**src/rtl/irq_arb_pkg.sv**
```systemverilog
// Shared constants and helpers for the two-level rotating arbiter.
// Assumes every arbiter has exactly six inputs, of which inputs 1..4 rotate.
package irq_arb_pkg;
    localparam int ARB_IN  = 6;   // inputs per arbiter
    localparam int SEL_W   = 2;   // selector width
    localparam int FIELD_W = 3;   // selector plus mode bit per arbiter
    localparam int POS_W   = 3;   // width of an input position

    // Selector after a grant to position won: 1->1, 2->2, 3->3, 4->0, 0/5 keep.
    function automatic logic [SEL_W-1:0] rot_next(input logic [SEL_W-1:0] cur,
                                                  input logic [POS_W-1:0] won);
        if (won >= 3'd1 && won <= 3'd4)
            return won[SEL_W-1:0];
        return cur;
    endfunction
endpackage

```
**src/rtl/irq_arb_cell.sv**
```systemverilog
// One six-input arbiter. Input 0 is always first and input 5 always last.
// Inputs 1..4 are visited starting at input sel+1 and wrapping within 1..4.
// The cell is purely combinational and holds no state.
module irq_arb_cell
    import irq_arb_pkg::*;
(
    input  logic [ARB_IN-1:0] req,
    input  logic [SEL_W-1:0]  sel,
    output logic              vld,
    output logic [POS_W-1:0]  pos
);
    // Pick the highest ranked active input under the current selector.
    always_comb begin
        logic             found;
        logic [SEL_W-1:0] off;
        logic [POS_W-1:0] cand;
        found = 1'b0;
        pos   = '0;
        off   = '0;
        cand  = '0;
        if (req[0]) begin
            found = 1'b1;
        end
        for (int k = 0; k < 4; k++) begin
            off  = sel + SEL_W'(k);
            cand = {1'b0, off} + 3'd1;
            if (!found && req[cand]) begin
                found = 1'b1;
                pos   = cand;
            end
        end
        if (!found && req[5]) begin
            pos = 3'd5;
        end
    end

    // Any active input makes the cell valid.
    assign vld = |req;
endmodule

```
**src/rtl/irq_arb_cfg.sv**
```systemverilog
// Holds the mode bit and selector of every arbiter.
// A software write has precedence over selector updates from accepted grants.
// Assumes that upd_en is raised only for arbiters in rotating mode.
module irq_arb_cfg
    import irq_arb_pkg::*;
#(
    parameter int NUM_ARB = 7,
    localparam int CFG_BITS = FIELD_W * NUM_ARB
)(
    input  logic                     clk,
    input  logic                     rst_n,
    input  logic                     cfg_we,
    input  logic [CFG_BITS-1:0]      cfg_wdata,
    input  logic [NUM_ARB-1:0]       upd_en,
    input  logic [NUM_ARB*SEL_W-1:0] upd_sel,
    output logic [CFG_BITS-1:0]      cfg_q
);
    // Configuration register: reset, software write, or per-arbiter rotation.
    always_ff @(posedge clk) begin
        if (!rst_n) begin
            cfg_q <= '0;
        end else if (cfg_we) begin
            cfg_q <= cfg_wdata;
        end else begin
            for (int k = 0; k < NUM_ARB; k++) begin
                if (upd_en[k])
                    cfg_q[FIELD_W*k +: SEL_W] <= upd_sel[SEL_W*k +: SEL_W];
            end
        end
    end

    // Fixed-mode selectors never move on their own.
    for (genvar g = 0; g < NUM_ARB; g++) begin : g_chk
        AST_FIXED_HOLD: assert property (@(posedge clk) disable iff (!rst_n)
            (!cfg_we && !cfg_q[FIELD_W*g+2]) |=> $stable(cfg_q[FIELD_W*g +: SEL_W]));
    end
endmodule

```
**src/rtl/irq_rot_arb.sv**
```systemverilog
// Two-level rotating priority arbiter for NUM_REQ interrupt requests.
// The first level has NUM_L1 six-input cells and the second level has one cell.
// On an accepted grant, the rotating cells on the winning path update their selectors.
// Assumes NUM_REQ is at most 36 so that the second level has enough inputs.
module irq_rot_arb
    import irq_arb_pkg::*;
#(
    parameter int NUM_REQ = 32,
    localparam int NUM_L1   = (NUM_REQ + ARB_IN - 1) / ARB_IN,
    localparam int NUM_ARB  = NUM_L1 + 1,
    localparam int L2_ID    = NUM_L1,
    localparam int CFG_BITS = FIELD_W * NUM_ARB,
    localparam int IDX_W    = $clog2(NUM_REQ),
    localparam int PAD_W    = NUM_L1 * ARB_IN
)(
    input  logic                clk,
    input  logic                rst_n,
    input  logic [NUM_REQ-1:0]  req,
    input  logic                grant_ack,
    input  logic                cfg_we,
    input  logic [CFG_BITS-1:0] cfg_wdata,
    output logic [CFG_BITS-1:0] cfg_rdata,
    output logic [IDX_W-1:0]    grant_idx,
    output logic                grant_vld
);
    logic [PAD_W-1:0]         req_pad;
    logic [NUM_L1-1:0]        l1_vld;
    logic [POS_W-1:0]         l1_pos [NUM_L1];
    logic [ARB_IN-1:0]        l2_req;
    logic                     l2_vld;
    logic [POS_W-1:0]         l2_pos;
    logic [POS_W-1:0]         win_pos;
    logic [NUM_ARB-1:0]       upd_en;
    logic [NUM_ARB*SEL_W-1:0] upd_sel;
    logic                     accept;

    // Spare first-level inputs are tied inactive.
    always_comb begin
        req_pad = '0;
        req_pad[NUM_REQ-1:0] = req;
    end

    // First-level cells, six requests each.
    for (genvar g = 0; g < NUM_L1; g++) begin : g_l1
        irq_arb_cell u_cell (
            .req (req_pad[ARB_IN*g +: ARB_IN]),
            .sel (cfg_rdata[FIELD_W*g +: SEL_W]),
            .vld (l1_vld[g]),
            .pos (l1_pos[g])
        );
    end

    // The second level sees each first-level cell's valid flag.
    always_comb begin
        l2_req = '0;
        l2_req[NUM_L1-1:0] = l1_vld;
    end

    irq_arb_cell u_l2 (
        .req (l2_req),
        .sel (cfg_rdata[FIELD_W*L2_ID +: SEL_W]),
        .vld (l2_vld),
        .pos (l2_pos)
    );

    // Select the position reported by the winning first-level cell.
    always_comb begin
        win_pos = '0;
        for (int k = 0; k < NUM_L1; k++) begin
            if (l2_pos == POS_W'(k))
                win_pos = l1_pos[k];
        end
    end

    // Form the global source number from the winning cell and its position.
    always_comb begin
        logic [IDX_W+3:0] full;
        full = (IDX_W+4)'(l2_pos) * (IDX_W+4)'(ARB_IN) + (IDX_W+4)'(win_pos);
        grant_idx = full[IDX_W-1:0];
    end

    assign grant_vld = l2_vld;
    assign accept    = grant_ack && grant_vld;

    // Rotation requests: the second level plus the first-level cell that won.
    always_comb begin
        upd_en  = '0;
        upd_sel = '0;
        for (int k = 0; k < NUM_L1; k++) begin
            upd_en[k] = accept && (l2_pos == POS_W'(k)) && cfg_rdata[FIELD_W*k+2];
            upd_sel[SEL_W*k +: SEL_W] = rot_next(cfg_rdata[FIELD_W*k +: SEL_W], l1_pos[k]);
        end
        upd_en[L2_ID] = accept && cfg_rdata[FIELD_W*L2_ID+2];
        upd_sel[SEL_W*L2_ID +: SEL_W] = rot_next(cfg_rdata[FIELD_W*L2_ID +: SEL_W], l2_pos);
    end

    irq_arb_cfg #(.NUM_ARB(NUM_ARB)) u_cfg (
        .clk       (clk),
        .rst_n     (rst_n),
        .cfg_we    (cfg_we),
        .cfg_wdata (cfg_wdata),
        .upd_en    (upd_en),
        .upd_sel   (upd_sel),
        .cfg_q     (cfg_rdata)
    );

    AST_GRANT_REQUESTED: assert property (@(posedge clk) disable iff (!rst_n)
        grant_vld |-> req[grant_idx]);
    AST_SRC0_FIRST: assert property (@(posedge clk) disable iff (!rst_n)
        req[0] |-> (grant_vld && grant_idx == '0));
    AST_IDLE_NO_VLD: assert property (@(posedge clk) disable iff (!rst_n)
        (req == '0) |-> !grant_vld);
    AST_NO_ACCEPT_HOLD: assert property (@(posedge clk) disable iff (!rst_n)
        (!cfg_we && !(grant_ack && grant_vld)) |=> $stable(cfg_rdata));
    AST_WRITE_LANDS: assert property (@(posedge clk) disable iff (!rst_n)
        cfg_we |=> (cfg_rdata == $past(cfg_wdata)));
endmodule

```
**config.mk**
```make
export PLATFORM = sky130hd
export DESIGN_NAME = irq_rot_arb
export DESIGN_NICKNAME = d
export VERILOG_FILES = /design/src/rtl/irq_arb_pkg.sv /design/src/rtl/irq_arb_cell.sv /design/src/rtl/irq_arb_cfg.sv /design/src/rtl/irq_rot_arb.sv
export SDC_FILE = /design/constraint.sdc
export NUM_CORES = 1
export LEC_CHECK = 0
export ABC_AREA = 1
export BUFFER_PORTS_ARGS = -buffer_cell sky130_fd_sc_hd__buf_4
export CORE_MARGIN = 5
export CORE_UTILIZATION = 59
export CTS_CLUSTER_SIZE = 40
export DETAILED_ROUTE_END_ITERATION = 6
export PLACE_DENSITY = 0.82
export SYNTH_ARGS = -nofsm -noshare
export SYNTH_HDL_FRONTEND = slang
export SYNTH_SLANG_ARGS = --single-unit
export TNS_END_PERCENT = 10
```
**constraint.sdc**
```tcl
create_clock -name clk -period 12.33 [get_ports clk]
set_input_delay 3.699 -clock clk [delete_from_list [all_inputs] [get_ports clk]]
set_output_delay 3.699 -clock clk [all_outputs]
set_load 0.1 [all_outputs]
```
==> results of run 1 <==
-- critical path, delay by kind of cell --
family                   cells  cell delay [ns]
XOR/XNOR                     1             0.20
AO/OA/AOI/OAI                1             0.08
buffers and inverters        4             0.61
adder cells (fa/ha/maj)      3             0.83
AND/OR/NAND/NOR             15             2.07
-- Yosys cell counts (2+ instances only) --
| master | n |
|---|---|
| sky130_fd_sc_hd__nor2_4 | 4 |
| sky130_fd_sc_hd__nor3_1 | 4 |
| sky130_fd_sc_hd__nand3b_1 | 9 |
| sky130_fd_sc_hd__nor2_1 | 107 |
| sky130_fd_sc_hd__o211ai_1 | 2 |
| sky130_fd_sc_hd__o21ai_0 | 47 |
| sky130_fd_sc_hd__inv_1 | 99 |
| sky130_fd_sc_hd__a21oi_2 | 3 |
| sky130_fd_sc_hd__xor2_1 | 7 |
| sky130_fd_sc_hd__nor4_1 | 2 |
| sky130_fd_sc_hd__or2_2 | 2 |
| sky130_fd_sc_hd__nand3_2 | 5 |
| sky130_fd_sc_hd__clkinv_1 | 2 |
| sky130_fd_sc_hd__nand4_1 | 26 |
| sky130_fd_sc_hd__buf_2 | 5 |
| sky130_fd_sc_hd__nand2_1 | 214 |
| sky130_fd_sc_hd__nand2_2 | 3 |
| sky130_fd_sc_hd__ha_1 | 35 |
| sky130_fd_sc_hd__buf_6 | 6 |
| sky130_fd_sc_hd__xnor2_2 | 3 |
| sky130_fd_sc_hd__inv_2 | 7 |
| sky130_fd_sc_hd__a21boi_2 | 3 |
| sky130_fd_sc_hd__clkbuf_1 | 3 |
| sky130_fd_sc_hd__a21oi_1 | 31 |
| sky130_fd_sc_hd__dfxtp_1 | 21 |
| sky130_fd_sc_hd__nor2_2 | 6 |
| sky130_fd_sc_hd__fa_1 | 2 |
| sky130_fd_sc_hd__o21ai_1 | 12 |
| sky130_fd_sc_hd__nand3_1 | 89 |
-- worst max path at each step --
stage	startpoint	end	slack, ns
after global placement	req[6]	grant_idx[3]	1.29
after global routing	req[13]	grant_idx[3]	0.67
after detailed placement	req[6]	grant_idx[3]	1.20
after floorplan	req[26]	grant_idx[4]	0.91
final	req[15]	grant_idx[3]	1.13
after CTS	req[6]	grant_idx[3]	1.17
-- layer usage --
metal | track usage, % | part of all wire (%) | vias up | routed length (um)
li1 | - | - | 2632 | -
met1 | 36.18 | 44 | 2289 | 5353
met2 | 45.39 | 47 | 196 | 5617
met3 | 2.629 | 6.9 | 27 | 836
met4 | 6.370 | 2.2 | 0 | 268
met5 | 0 | 0 | - | 0
-- cell type report --
type                            instances  share of cell area [%]
Clock buffer                            3                  0.8425
Inverter                              109                   8.399
Clock inverter                          1                  0.1021
Multi-Input combinational cell        625                   66.91
Timing Repair Buffer                   83                   12.71
Sequential cell                        21                   8.578
Tap cell                               96                   2.451
-- cell families after synthesis --
logic type	synth area share, %
and+or+nand+nor	50.02
buffers and inverters	12.49
AOI/OAI and AO/OA	12.81
adders and majority gates	11.31
DFF	9.944
xor gates and xnor gates	3.196
muxes	0.2368
-- metrics by stage --
stage / area [um^2] / hold WS, ns / std cells / total power [W]
after CTS: 4901 / 0.4922 / 938 / 0.0004208
final: 4901 / 0.4888 / 938 / 0.0004244
after global routing: 4901 / 0.5085 / 938 / 0.0004571
after detailed placement: 4855 / 0.4824 / 934 / 0.0003721
after floorplan: 4228 / 0.9213 / 771 / 0.0003079
after global placement: 4855 / 0.4754 / 934 / 0.0003651
-- power by group --
group          leakage [nW]   total, W  internal [W]  switching (W)
Sequential            0.174  0.0000830     0.0000729      0.0000101
Combinational          2.42   0.000292     0.0000868       0.000205
Clock                0.0255  0.0000494     0.0000226      0.0000268
Total                  2.62   0.000424      0.000182       0.000242
==> metrics.cfg, run 1 <==
[pwr]
vdd.ir_drop.worst_mv=0.07842
p_leak_nw=2.619
powerDensity_nw_per_um2=86.60

[timing]
layout_setup_ws_ns=1.130
rsz0062_at_grt=no
timing.setup.tns_ns=0
slew_viol_final=0
fin_worst_skew_ns=0.003241
post-route-min-period_ns=11.20
tightestPinTransition_ns=0.9201
timing.final.crit_share_pct=90.84
finalHoldViolations=0
fmax_mhz=89.28
worst_slew_margin_rel_pct=38.28
setup_viol=0

[synth]
yosysWarnings=0
synthesis.instances=771
post_synth_net_total=865
yosys.area.top_type_share_pct=19.00
syn_area_um2=4228
synth_sequential_area_ratio_pct=9.944
synth_enable_flop_cells=0
synthTopCellsByArea=sky130_fd_sc_hd__nand2_1 19%, sky130_fd_sc_hd__nand3_1 11%, sky130_fd_sc_hd__ha_1 10%, sky130_fd_sc_hd__dfxtp_1 9.9%, sky130_fd_sc_hd__nor2_1 9.5%
syn-mean-instance-area_um2=5.484
asyncSetResetFlopFracSynth_pct=0
synth-seq-cells=21
synth_largest_area_cell=sky130_fd_sc_hd__nand2_1
synth_top_flop_cell=sky130_fd_sc_hd__dfxtp_1
synth.distinct_cells=41

[clocking]
numClockSinks=21
tritoncts=built
max-clock-path-buffers=2
cts_repair_resize_count=0
clk_pin_slew_worst_paths_ns=0.09
clock_insertion_delay_worst_skew_ns=0.27
postCtsSetupRepairBufs=0
cts-hold-fix-buffers=0
cts_made_buffers=3
cts_htree_levels=1
cts_root_cell=sky130_fd_sc_hd__clkbuf_8

[worst_setup_path]
crit_slowest_cell=sky130_fd_sc_hd__fa_1
setup.worst_path.start_class=primary input
path_common_cell=sky130_fd_sc_hd__nand2_1
r2r_start=u_cfg.cfg_q[18]$_SDFFE_PN0P_
cp_max_fo=5
worstRegToRegCells=19
cp-end-kind=primary output
crit_path_cells=buf_4, nor2_1, nand3_1, nand2_1, nand3_1, nand3_1, nand2_1, nor3b_1, nand2_1, nand3_1, nand2_1, nand2_1, ha_1, inv_1, nor2_1, nand2_1, nand3_1, a21oi_1, nor2_1, ha_1, inv_1, fa_1, xor2_1, buf_4
crit_path_max_incr_delay_ns=0.37
crit-reg2reg-capture=u_cfg.cfg_q[18]$_SDFFE_PN0P_
rrSetupSlack_ns=8.45
critPathRequiredTime_ns=8.63
critPathKind=primary input to primary output
timing.critical_path.arrival_ns=7.50

[final_layout]
n_antenna_cell=0
layout.core_utilization_pct=71.35
finalNetCount=937
mostFrequentLayoutCells=214 x sky130_fd_sc_hd__nand2_1, 107 x sky130_fd_sc_hd__nor2_1, 99 x sky130_fd_sc_hd__inv_1
regMostFlops=u_cfg.cfg_q
largestRegisters=u_cfg.cfg_q (21)
largest_register_ff_count=21
areaGrowthSynthToFinish_pct=15.92
n_fill_cell=637
multi_input_gate_area_um2=3279
mostFrequentLayoutCell=sky130_fd_sc_hd__nand2_1
layout.area.seq_um2=420.4
layout-drive-gt1-share_pct=15.08

[place]
port_buffers=83
gp_routability_congestion=0.9651
placement.setup.worst_slack_ns=1.199
post_detailed_placement_half_perimeter_wirelength_mm=9.803

[drt]
avgRoutedWirePerCell_um=12.87
dr.pass1.iters=5
drt-initial-drc-count=379
postRouteWirelength_mm=12.08
via_count=5144
ant_nets=0
avgViaCountPerCell=5.484
detail_route.drc_violations=0

[floorplanning]
std_cell_rows=30
dieWidth_um=94.65
dieArea_um2=8959
pin_count=84
initial_util_pct=61.55
floorplan.die.height_um=94.65
placeableCoreArea_um2=6869

[flow_run]
drv_cap=0

[status]
status=finished, final reports clean

[hold_path]
whs_path_depth=2
hold_path.class=register to register
hold_end=u_cfg.cfg_q[2]$_SDFFE_PN0P_
hp-start=u_cfg.cfg_q[2]$_SDFFE_PN0P_

[global_route]
track_usage_pct=26.68
overflow=0
antenna_found_initial=0
grt_first_pass_wirelength_mm=20.11
vias_in_the_first_global_route=4631
grt_start_max_net_pins=36

(Power assumes the default switching activity.)
==> run 2, diff against run 1 <==
Settings changed: ABC_AREA 1 to 0, CORE_ASPECT_RATIO set to 2, CTS_CLUSTER_DIAMETER set to 100, PLACE_DENSITY 0.82 to 0.81.
==> run 2 against run 1 <==
Net effect:
- critical path depth is 3 lower
- sequential power is 4.9% higher
- die area is 12% higher
- clock skew is 0.0033 ns higher
- non-clock buffer count is 7 higher
- worst setup slack worse by 0.89 ns
- fmax is 7.4% lower
- critical endpoint is now grant_idx[4]
- largest cell class unchanged
- largest power group unchanged
- highest routed layer unchanged
==> metrics.cfg, run 2 <==
[worst_setup_path]
setup.worst_path.start_class=primary input
cp-end-kind=primary output
r2r_start=u_cfg.cfg_q[18]$_SDFFE_PN0P_
critPathKind=primary input to primary output
timing.critical_path.arrival_ns=8.39  ; +0.89 ns
cp_max_fo=7  ; +2
critPathRequiredTime_ns=8.63  ; about the same
cp-startpoint=req[10]

[synth]
synth_sequential_area_ratio_pct=8.877  ; -1.1 points
synth_largest_area_cell=sky130_fd_sc_hd__mux4_2
main_combinational_cell_family_by_area_after_synthesis=compound AO/OA/AOI/OAI gates
syn-mean-instance-area_um2=7.751  ; +41%
muxShareOfSynthArea_pct=18.89  ; +19 points
synthTopCellsByArea=sky130_fd_sc_hd__mux4_2 10%, sky130_fd_sc_hd__ha_1 9.2%, sky130_fd_sc_hd__dfxtp_1 8.9%, sky130_fd_sc_hd__mux2i_1 6.8%, sky130_fd_sc_hd__a21oi_1 3.6%
asyncSetResetFlopFracSynth_pct=0  ; unchanged
synthTopCellsByCount=43 x sky130_fd_sc_hd__nand2_1, 41 x sky130_fd_sc_hd__nor2_1, 35 x sky130_fd_sc_hd__ha_1, 35 x sky130_fd_sc_hd__inv_1, 34 x sky130_fd_sc_hd__a21oi_1
synth.distinct_cells=82  ; +100%
yosys.area.top_type_share_pct=9.987  ; -9.0 points
synth_compound_gate_area_share_pct=27.56  ; +15 points
synthesis.instances=611  ; -21%
syn_area_um2=4736  ; +12%
synth_adder_area_share_pct=10.09  ; -1.2 points
synth-seq-cells=21  ; unchanged
post_synth_and_or_nand_nor_area_fraction_pct=26.95  ; -23 points
post-synth-top-count-cell=sky130_fd_sc_hd__nand2_1
synthXorXnorAreaFrac_pct=1.480  ; -1.7 points
yosysWarnings=0  ; unchanged
synth_enable_flop_cells=0  ; unchanged
post_synth_net_total=705  ; -18%
synth_top_flop_cell=sky130_fd_sc_hd__dfxtp_1

[floorplanning]
floorplan.die.height_um=136.7  ; +44%
std_cell_rows=46  ; +53%
initial_util_pct=60.06  ; -1.5 points
pin_count=84  ; unchanged
dieWidth_um=73.35  ; -23%
placeableCoreArea_um2=7885  ; +15%
dieArea_um2=10030  ; +12%

[drt]
via_count=5335  ; +3.7%
avgRoutedWirePerCell_um=20.69  ; +61%
postRouteWirelength_mm=15.81  ; +31%
detail_route.drc_violations=0  ; unchanged
avgViaCountPerCell=6.983  ; +27%
ant_nets=0  ; unchanged
drt-initial-drc-count=462  ; +22%
dr.pass1.iters=6  ; +1

[timing]
timing.final.crit_share_pct=98.05  ; +7.2 points
fmax_mhz=82.71  ; -7.4%
fin_worst_skew_ns=0.006564  ; +0.003323 ns
finalHoldViolations=0  ; unchanged
layout_setup_ws_ns=0.2400  ; -0.8898 ns
post-route-min-period_ns=12.09  ; +0.8898 ns
rsz0062_at_grt=no
setup_viol=0  ; unchanged
worst_slew_margin_rel_pct=34.77  ; -3.5 points
slew_viol_final=0  ; unchanged
tightestPinTransition_ns=0.9760  ; +0.05594 ns

[place]
gp_routability_congestion=0.9944  ; +3.0%
post_detailed_placement_half_perimeter_wirelength_mm=12.59  ; +28%
port_buffers=83  ; unchanged
placement.setup.worst_slack_ns=0.1916  ; -1.007 ns
placed_cell_count=760  ; -19%

[final_layout]
mostFrequentLayoutCells=90 x sky130_fd_sc_hd__buf_4, 43 x sky130_fd_sc_hd__nand2_1, 41 x sky130_fd_sc_hd__nor2_1
mostFrequentLayoutCell=sky130_fd_sc_hd__buf_4
layout-drive-gt1-share_pct=21.26  ; +6.2 points
finalNetCount=763  ; -19%
final-instance-count-excl-fill=764  ; -19%
layout.core_utilization_pct=69.44  ; -1.9 points
largestRegisters=u_cfg.cfg_q (21)
n_antenna_cell=0  ; unchanged
areaGrowthSynthToFinish_pct=15.61
largest_register_ff_count=21  ; unchanged
regMostFlops=u_cfg.cfg_q

[hold_path]
hp-start=u_cfg.cfg_q[8]$_SDFFE_PN0P_
hold_path.class=register to register

[global_route]
grt_start_max_net_pins=29  ; -19%
antenna_found_initial=0  ; unchanged
track_usage_pct=31.19  ; +4.5 points
overflow=0  ; unchanged
vias_in_the_first_global_route=5269  ; +14%
grt_first_pass_wirelength_mm=24.97  ; +24%

[flow_run]
drv_cap=0  ; unchanged

[status]
status=finished, final reports clean

[clocking]
numClockSinks=21  ; unchanged
clk_pin_slew_worst_paths_ns=0.06  ; -0.03 ns
cts_htree_levels=1  ; unchanged
cts_made_buffers=3  ; unchanged
tritoncts=built
cts_root_cell=sky130_fd_sc_hd__clkbuf_16
max-clock-path-buffers=2  ; unchanged
clock_insertion_delay_worst_skew_ns=0.26  ; about the same
cts-hold-fix-buffers=0  ; unchanged

[pwr]
p_leak_nw=2.213  ; -15%
powerDensity_nw_per_um2=83.21  ; -3.9%
total_power_w=0.0004556  ; +7.3%
vdd.ir_drop.worst_mv=0.07055  ; -10%

## run 2: changes by cell type after synthesis, moves of 12 or more
cell,previous run,this run
sky130_fd_sc_hd__nand2_1,214,43
sky130_fd_sc_hd__nor2_1,107,41
sky130_fd_sc_hd__nand3_1,89,24
sky130_fd_sc_hd__inv_1,99,35
sky130_fd_sc_hd__mux2i_1,1,32
sky130_fd_sc_hd__clkbuf_1,3,30
sky130_fd_sc_hd__nor2b_1,0,23
sky130_fd_sc_hd__mux4_2,0,21
sky130_fd_sc_hd__o21ai_0,47,27
sky130_fd_sc_hd__nand2b_1,0,16
sky130_fd_sc_hd__nand4_1,26,11
sky130_fd_sc_hd__o21ai_1,12,0
## run 2: logic make-up (layout without fill, tap and decap cells)
family	after synthesis	in the layout
AO/OA/AOI/OAI	180	180
XOR/XNOR	8	8
adder cells (fa/ha/maj)	37	37
buffers and inverters	74	131
flip-flops	21	21
multiplexers	62	62
AND/OR/NAND/NOR	229	229
## run 2: metrics by stage
step / setup TNS (ns) / instance area [um^2] / hold slack, ns
after floorplan: -0.1899 / 4743 / 0.9223
after global placement: 0 / 5386 / 0.5253
after detailed placement: 0 / 5386 / 0.5387
after CTS: 0 / 5466 / 0.5531
after global routing: 0 / 5475 / 0.5842
final: 0 / 5475 / 0.5465
## run 2: power by group
part,switching [W],internal (W),total [W]
Clock,0.0000271,0.0000436,0.0000708
Combinational,0.000186,0.000112,0.000298
Sequential,0.0000144,0.0000727,0.0000871
Total,0.000227,0.000228,0.000456
## run 2: path summary, 6_finish.rpt
kind                                                endpoint  slack, ns  cells after the start
worst max register to register  u_cfg.cfg_q[19]$_SDFFE_PN0P_       7.82                     14
worst min-delay path             u_cfg.cfg_q[8]$_SDFFE_PN0P_       0.55                      2
worst max-delay path                            grant_idx[4]       0.24                     21
worst min register to register   u_cfg.cfg_q[8]$_SDFFE_PN0P_       0.55                      2
## run 2: what timing repair did
item / 4_1_cts / 5_1_grt
resized for setup: 0 / 2
setup buffers: 0 / 0
setup endpoints to repair: 0 / 2
## run 2: worst max-delay path, cell delays in order
cell and delay [ns]:
sky130_fd_sc_hd__buf_4 0.14, sky130_fd_sc_hd__nor4_4 0.40, sky130_fd_sc_hd__nand2_1 0.18, sky130_fd_sc_hd__mux4_2 0.56, sky130_fd_sc_hd__a21o_1 0.25, sky130_fd_sc_hd__a22o_1 0.24, sky130_fd_sc_hd__a32o_1 0.27, sky130_fd_sc_hd__nor2b_1 0.11
sky130_fd_sc_hd__buf_4 0.15, sky130_fd_sc_hd__inv_1 0.07, sky130_fd_sc_hd__ha_1 0.28, sky130_fd_sc_hd__a311o_1 0.35, sky130_fd_sc_hd__a21oi_1 0.15, sky130_fd_sc_hd__a2bb2oi_1 0.23, sky130_fd_sc_hd__o32ai_1 0.13, sky130_fd_sc_hd__ha_1 0.23
sky130_fd_sc_hd__a21oi_1 0.16, sky130_fd_sc_hd__nor2_1 0.07, sky130_fd_sc_hd__xnor2_1 0.24, sky130_fd_sc_hd__xnor2_2 0.15, sky130_fd_sc_hd__buf_4 0.31
## run 2: cell type report
type	instances	area, um^2
Clock buffer	3	75.07
Clock inverter	1	5.005
Fill cell	672	2410
Inverter	37	138.9
Multi-Input combinational cell	516	4040
Sequential cell	21	420.4
Tap cell	96	120.1
Timing Repair Buffer	90	675.6
## run 2: layer usage
metal / vias up / global-route usage [%] / wire length (um)
li1: 2469 / - / -
met1: 2519 / 30.72 / 5208
met2: 270 / 60.02 / 8757
met3: 77 / 2.353 / 811
met4: 0 / 19.15 / 1030
met5: - / 0 / 0
